[src/rtl/icu_pkg.sv]
package icu_pkg;
  localparam int DATA_W     = 16;
  localparam int LVL_W      = 3;
  localparam int EN_BIT     = 12;
  localparam int REQ_BIT    = 8;
  localparam int MODE_LSB   = 4;
  localparam int STS_VB_LSB = 12;
  localparam int STS_VB_W   = 4;
  localparam int STS_NUM_LSB = 6;

  typedef struct packed {
    logic             en;
    logic [1:0]       mode;   // bit1: active polarity, bit0: level sensitive
    logic [LVL_W-1:0] lvl;
  } src_cfg_t;

  function automatic src_cfg_t unpack_ctrl(input logic [DATA_W-1:0] w);
    src_cfg_t c;
    c.en   = w[EN_BIT];
    c.mode = w[MODE_LSB +: 2];
    c.lvl  = w[LVL_W-1:0];
    return c;
  endfunction

  function automatic logic [DATA_W-1:0] pack_ctrl(input src_cfg_t c, input logic req);
    logic [DATA_W-1:0] w;
    w = '0;
    w[EN_BIT]         = c.en;
    w[REQ_BIT]        = req;
    w[MODE_LSB +: 2]  = c.mode;
    w[LVL_W-1:0]      = c.lvl;
    return w;
  endfunction
endpackage

[src/rtl/icu_src_cell.sv]
module icu_src_cell
  import icu_pkg::*;
#(
  parameter int SYNC_STAGES = 2
) (
  input  logic              clk,
  input  logic              rst_n,
  input  logic              raw_i,
  input  logic              wr_i,
  input  logic [DATA_W-1:0] wdata_i,
  output src_cfg_t          cfg_o,
  output logic              pend_o
);
  logic [SYNC_STAGES-1:0] sync_q, sync_d;
  logic     prev_q;
  logic     flag_q, flag_d;
  src_cfg_t cfg_q, cfg_d;
  logic     sampled, pol, edge_mode, hit;

  always_comb begin
    sync_d    = {sync_q[SYNC_STAGES-2:0], raw_i};
    sampled   = sync_q[SYNC_STAGES-1];
    pol       = cfg_q.mode[1];
    edge_mode = ~cfg_q.mode[0];
    hit       = (sampled == pol) && (prev_q != pol);
    cfg_d     = unpack_ctrl(wdata_i);
    if (!edge_mode)                      flag_d = 1'b0;
    else if (hit)                        flag_d = 1'b1;
    else if (wr_i && !wdata_i[REQ_BIT])  flag_d = 1'b0;
    else                                 flag_d = flag_q;
  end

  always_ff @(posedge clk or negedge rst_n) begin
    if (!rst_n) begin
      sync_q <= '0;
      prev_q <= 1'b0;
      flag_q <= 1'b0;
    end else begin
      sync_q <= sync_d;
      prev_q <= sampled;
      flag_q <= flag_d;
    end
  end

  always_ff @(posedge clk or negedge rst_n) begin
    if (!rst_n)    cfg_q <= '0;
    else if (wr_i) cfg_q <= cfg_d;
  end

  assign cfg_o  = cfg_q;
  assign pend_o = edge_mode ? flag_q : (sampled == pol);

  // a latched edge request survives any cycle without a write
  assert_edge_sticky_R3: assert property (@(posedge clk) disable iff (!rst_n)
    (edge_mode && flag_q && !wr_i) |=> pend_o);
  // a qualifying edge sets the request whatever the enable
  assert_edge_latch_R10: assert property (@(posedge clk) disable iff (!rst_n)
    (edge_mode && !wr_i && sync_q[SYNC_STAGES-1] == cfg_q.mode[1]
     && prev_q != cfg_q.mode[1]) |=> pend_o);
endmodule

[src/rtl/icu_arbiter.sv]
module icu_arbiter
  import icu_pkg::*;
#(
  parameter int NUM_SRC = 32,
  localparam int SRC_W  = $clog2(NUM_SRC)
) (
  input  logic [NUM_SRC-1:0]       elig_i,
  input  logic [NUM_SRC*LVL_W-1:0] lvl_i,
  output logic                     win_valid_o,
  output logic [SRC_W-1:0]         win_idx_o
);
  logic [LVL_W-1:0] best;

  always_comb begin
    win_valid_o = 1'b0;
    win_idx_o   = '0;
    best        = '0;
    // scan downward so that on equal levels the lower number is taken last
    for (int i = NUM_SRC - 1; i >= 0; i--) begin
      if (elig_i[i] && (!win_valid_o || lvl_i[i*LVL_W +: LVL_W] >= best)) begin
        win_valid_o = 1'b1;
        win_idx_o   = SRC_W'(i);
        best        = lvl_i[i*LVL_W +: LVL_W];
      end
    end
  end
endmodule

[src/rtl/prio_irq_ctrl.sv]
module prio_irq_ctrl
  import icu_pkg::*;
#(
  parameter int NUM_SRC     = 32,
  parameter int NUM_CTRL    = 17,
  parameter int ADDR_W      = 10,
  parameter int SYNC_STAGES = 2,
  parameter int CTRL_BASE   = 'h100,
  parameter int STS_OFF     = 'h02,
  parameter int RAW_LO_OFF  = 'h04,
  parameter int RAW_HI_OFF  = 'h06
) (
  input  logic               clk,
  input  logic               rst_n,
  input  logic               bus_sel,
  input  logic               bus_wr,
  input  logic [ADDR_W-1:0]  bus_addr,
  input  logic [DATA_W-1:0]  bus_wdata,
  output logic [DATA_W-1:0]  bus_rdata,
  input  logic [NUM_SRC-1:0] src_i,
  output logic               irq_o
);
  localparam int SRC_W = $clog2(NUM_SRC);

  logic [1:0] rst_pipe_q;
  logic       rst_n_int;

  always_ff @(posedge clk or negedge rst_n) begin
    if (!rst_n) rst_pipe_q <= 2'b00;
    else        rst_pipe_q <= {rst_pipe_q[0], 1'b1};
  end
  assign rst_n_int = rst_pipe_q[1];

  src_cfg_t                 cfg   [NUM_SRC];
  logic [NUM_SRC-1:0]       pend, elig;
  logic [NUM_SRC*LVL_W-1:0] lvl_flat;
  logic                     win_valid;
  logic [SRC_W-1:0]         win_idx;
  logic [STS_VB_W-1:0]      vb_q;
  logic                     sts_wr, irq_d;

  genvar n;
  generate
    for (n = 0; n < NUM_SRC; n++) begin : g_src
      if (n >= 1 && n <= NUM_CTRL) begin : g_cell
        logic cell_wr;
        assign cell_wr = bus_sel && bus_wr && (bus_addr == ADDR_W'(CTRL_BASE + 2*(n-1)));
        icu_src_cell #(.SYNC_STAGES(SYNC_STAGES)) u_cell (
          .clk    (clk),
          .rst_n  (rst_n_int),
          .raw_i  (src_i[n]),
          .wr_i   (cell_wr),
          .wdata_i(bus_wdata),
          .cfg_o  (cfg[n]),
          .pend_o (pend[n])
        );
      end else begin : g_none
        assign cfg[n]  = '0;
        assign pend[n] = 1'b0;
      end
      assign elig[n] = cfg[n].en && pend[n] && (cfg[n].lvl != '0);
      assign lvl_flat[n*LVL_W +: LVL_W] = cfg[n].lvl;
    end
  endgenerate

  icu_arbiter #(.NUM_SRC(NUM_SRC)) u_arb (
    .elig_i     (elig),
    .lvl_i      (lvl_flat),
    .win_valid_o(win_valid),
    .win_idx_o  (win_idx)
  );

  assign sts_wr = bus_sel && bus_wr && (bus_addr == ADDR_W'(STS_OFF));
  assign irq_d  = win_valid;

  always_ff @(posedge clk or negedge rst_n_int) begin
    if (!rst_n_int)  vb_q <= '0;
    else if (sts_wr) vb_q <= bus_wdata[STS_VB_LSB +: STS_VB_W];
  end

  always_ff @(posedge clk or negedge rst_n_int) begin
    if (!rst_n_int) irq_o <= 1'b0;
    else            irq_o <= irq_d;
  end

  always_comb begin
    bus_rdata = '0;
    if (bus_addr == ADDR_W'(STS_OFF)) begin
      bus_rdata[STS_VB_LSB +: STS_VB_W] = vb_q;
      bus_rdata[STS_NUM_LSB +: SRC_W]   = win_valid ? win_idx : '0;
    end else if (bus_addr == ADDR_W'(RAW_LO_OFF)) begin
      for (int i = 0; i < DATA_W && i < NUM_SRC; i++) bus_rdata[i] = pend[i];
    end else if (bus_addr == ADDR_W'(RAW_HI_OFF)) begin
      for (int i = DATA_W; i < 2*DATA_W && i < NUM_SRC; i++) bus_rdata[i-DATA_W] = pend[i];
    end else begin
      for (int i = 1; i <= NUM_CTRL; i++)
        if (bus_addr == ADDR_W'(CTRL_BASE + 2*(i-1))) bus_rdata = pack_ctrl(cfg[i], pend[i]);
    end
  end

  // the chosen source is eligible
  assert_win_eligible_R5: assert property (@(posedge clk) disable iff (!rst_n_int)
    win_valid |-> (elig[win_idx] && cfg[win_idx].en && pend[win_idx]));
  // a masked level can never be the winner
  assert_no_masked_win_R6: assert property (@(posedge clk) disable iff (!rst_n_int)
    win_valid |-> (cfg[win_idx].lvl != '0));
  // the processor line follows arbitration one cycle later
  assert_irq_rise_R8: assert property (@(posedge clk) disable iff (!rst_n_int)
    (|elig) |=> irq_o);
  assert_irq_fall_R8: assert property (@(posedge clk) disable iff (!rst_n_int)
    !(|elig) |=> !irq_o);
  // the vector base moves only on a status write
  assert_vb_hold_R7: assert property (@(posedge clk) disable iff (!rst_n_int)
    !sts_wr |=> $stable(vb_q));
endmodule

[config.mk]
export PLATFORM = sky130hd
export DESIGN_NAME = prio_irq_ctrl
export DESIGN_NICKNAME = d
export VERILOG_FILES = /design/src/rtl/icu_pkg.sv /design/src/rtl/icu_src_cell.sv /design/src/rtl/icu_arbiter.sv /design/src/rtl/prio_irq_ctrl.sv
export SDC_FILE = /design/constraint.sdc
export NUM_CORES = 1
export LEC_CHECK = 0
export ABC_AREA = 1
export BUFFER_PORTS_ARGS = -buffer_cell sky130_fd_sc_hd__clkbuf_2
export CORE_MARGIN = 2
export CORE_UTILIZATION = 40
export DETAILED_ROUTE_END_ITERATION = 6
export PLACE_DENSITY_LB_ADDON = 0.05
export SLEW_MARGIN = 20
export SYNTH_ARGS = -nofsm -noshare
export SYNTH_HDL_FRONTEND = slang
export SYNTH_HIERARCHICAL = 1
export SYNTH_SLANG_ARGS = --single-unit
export TNS_END_PERCENT = 1
[constraint.sdc]
create_clock -name clk -period 25.5 [get_ports clk]
set_input_delay 0 -clock clk [delete_from_list [all_inputs] [get_ports clk]]
set_output_delay 0 -clock clk [all_outputs]
set_load 0.02 [all_outputs]
==> results.toml <==
[clocking]
cts_root_buf = "clkbuf_16"
cts_tree = "done"
clk_path_buf_depth = 2
clk_latency_ps = 440
cts_max_level = 4
cts.sinks = 177
cts.clk_slew.worst_paths_ps = 70
numCtsBuffers = 17
cts-resized-gates = 0

[yosys]
ys_ff_latch = 177
syn-instance-count = 1718
async_flop_share = 1.00
synth.yosys.seq_area_share = 0.334
synth_ff_type = "dfrtp_1"
syn_avg_cell_area_um2 = 7.73
synth_cell_type_count = 49
synth-edff-count = 0
yosys_warnings = 6
syn_area_mm2 = 0.0133

[setup_path]
cp.arrival_ps = 19880
crit_type = "register to output pin"
cp_slowest_stage_delay_ps = 610
critPathSlowestCell = "nor3_1"
required_ps = 25500
crit_fanout = 11
crit_buf_inv = 32
path_common_cell = "nand2_1"
endpoint_kind = "output pin"
cp_top_family = "simple AND/OR/NAND/NOR gates"
startpoint_type = "register"

[final_layout]
drive_gt1_frac = 0.169
finish.utilization = 0.468
fin_nets = 2051
mostFrequentLayoutCells = "nand2_1, inv_1, dfrtp_1"
n_fill_cell = 3307
multi_input_area_mm2 = 0.00797
seqCellArea_mm2 = 0.00443
final_common_cell = "nand2_1"
syn_to_final_growth_pct = 14.9

[sta]
worstMarginPinSlew_ps = 978
slew_headroom = 0.341
slew_viol_final = 0
setup_tns_ps = 0
setup_viol = 0
clock_skew_ps = 6.02
rsz0062_at_grt = "false"
min_period_over_period = 0.780
timing.final.hold_violations = 0
clock.fmax_mhz = 50.3
min_period_ps = 19880

[floorplanning]
dieArea_mm2 = 0.0347
ioPinCount = 79
die_y_um = 186
coreArea_mm2 = 0.0326
initial_core_util = 0.407
rows = 66
die_w_um = 186

[place]
port_buffers = 57
hpwl_um = 26400
gp_congestion = 0.867

[drt]
viasPerCell = 4.63
drtAntennaViolNets = 0
vias = 11000
drc = 0
first_iter_violations = 564
firstDrtPassIters = 5
drt_wl_total_um = 33600
routedWlPerCell_um = 14.1

[global_routing]
grt_max_degree = 77
antenna_found_initial = 0
overflow = 0
grt_pass1_vias = 10500
grt_pass1_wl_um = 55100
track_usage = 0.204

[job]
maxCapViolations = 0

[power_and_ir_drop]
p_per_area_mw_per_mm2 = 79.0
ir_worst_vdd_mv = 0.0523
p_leak_nw = 8.19

[worst_hold_path]
hold_path_class = "primary input to register"

[outcome]
status = "complete, no violations"
## flip-flops by register name, indices dropped and copies added, names as in the netlist
signal and flops:
vb_q 4, g_src.g_cell.u_cell/prev_q 17, g_src.g_cell.u_cell/sync_q 34, irq_o 1, g_src.g_cell.u_cell/flag_q 17, g_src.g_cell.u_cell/cfg_o 102, rst_pipe_q 2
## cell type report
class / count / share of cell area
clock buffers: 20 / 0.0293
flip-flops and latches: 177 / 0.291
diodes: 1 / 0.000164
repair buffers: 87 / 0.0373
well taps: 442 / 0.0363
multi-input cells: 1346 / 0.523
clock inverters: 12 / 0.0121
inverters: 291 / 0.0718
## stage by stage
step           instances  worst slack [ps]  hold slack (ps)  instance area [um2]  total power, mW
5_1_grt             2375              2810             45.2                15300             1.35
3_5_place_dp        2321              5890             -207                14400            0.900
6_report            2376              5620             20.5                15300             1.20
4_1_cts             2375              5390             8.46                15200             1.19
2_1_floorplan       1837              9030             -296                13700            0.810
3_3_place_gp        2321              6230             -213                14400            0.891
## cell usage after synthesis (5+ instances only)
master / count / area, um2
o311a_1: 9 / 90.1
nand2_4: 25 / 282
and2_1: 5 / 31.3
nand3_1: 138 / 691
nand3_2: 9 / 90.1
ha_1: 69 / 863
mux2_4: 85 / 1280
nor2_4: 10 / 113
nand2_1: 443 / 1660
nor2_2: 11 / 68.8
or2_2: 5 / 31.3
a21oi_1: 25 / 125
nand2_2: 48 / 300
inv_2: 19 / 71.3
nor2_1: 97 / 364
o21ai_0: 124 / 621
dfrtp_1: 177 / 4430
nand4_1: 25 / 156
inv_1: 270 / 1010
o21ai_1: 8 / 40.0
o31ai_1: 6 / 45.0
xor2_1: 17 / 149
buf_6: 20 / 225
nor3_1: 29 / 145
## metal layers
layer	vias to the layer above	global-route usage	part of all wire
met5	-	0	0
met4	0	0.0501	0.017
met3	35	0.0286	0.037
met2	184	0.332	0.46
met1	4976	0.286	0.49
li1	5801	-	-
## tightest hold or removal path: stages
cell and delay (ps):
clkbuf_2 90, nand3_1 160, mux2_2 180
## final timing paths
check | startpoint | end | slack, ps | cells past startpoint
max | g_src[17].g_cell.u_cell/cfg_o[4] | bus_rdata[9] | 5620 | 165
min | bus_sel | vb_q[3] | 20 | 3
max reg2reg | g_src[17].g_cell.u_cell/cfg_o[4] | irq_o | 9370 | 139
min reg2reg | rst_pipe_q[1] | g_src[16].g_cell.u_cell/prev_q | 230 | 0
max in group asynchronous | rst_pipe_q[1] | g_src[11].g_cell.u_cell/flag_q | 23260 | 2
min in group asynchronous | rst_pipe_q[1] | g_src[16].g_cell.u_cell/prev_q | 230 | 0
## what timing repair did
| action | CTS | global route |
|---|---|---|
| buffers inserted | 0 | 0 |
| hold endpoints to repair | 22 | 0 |
| hold buffers | 22 | 0 |
## kinds of logic (layout without fill, tap and decap cells)
family / Yosys count / in the layout / share of synthesized area
adders and majority gates: 69 / 69 / 0.0650
buffers and inverters: 314 / 410 / 0.101
DFF: 177 / 177 / 0.334
xor gates and xnor gates: 17 / 17 / 0.0112
AOI/OAI and AO/OA: 185 / 185 / 0.0777
other: 2 / 122 / 0.000566
muxes: 89 / 89 / 0.0995
and+or+nand+nor: 865 / 865 / 0.312
## where the power goes
group	leakage (nW)	internal [mW]	switching (mW)	total [mW]
sequential	2.25	0.287	0.00536	0.292
combinational	5.65	0.244	0.388	0.632
clock	0.289	0.167	0.114	0.281
Power figures use the tool's default switching activity.
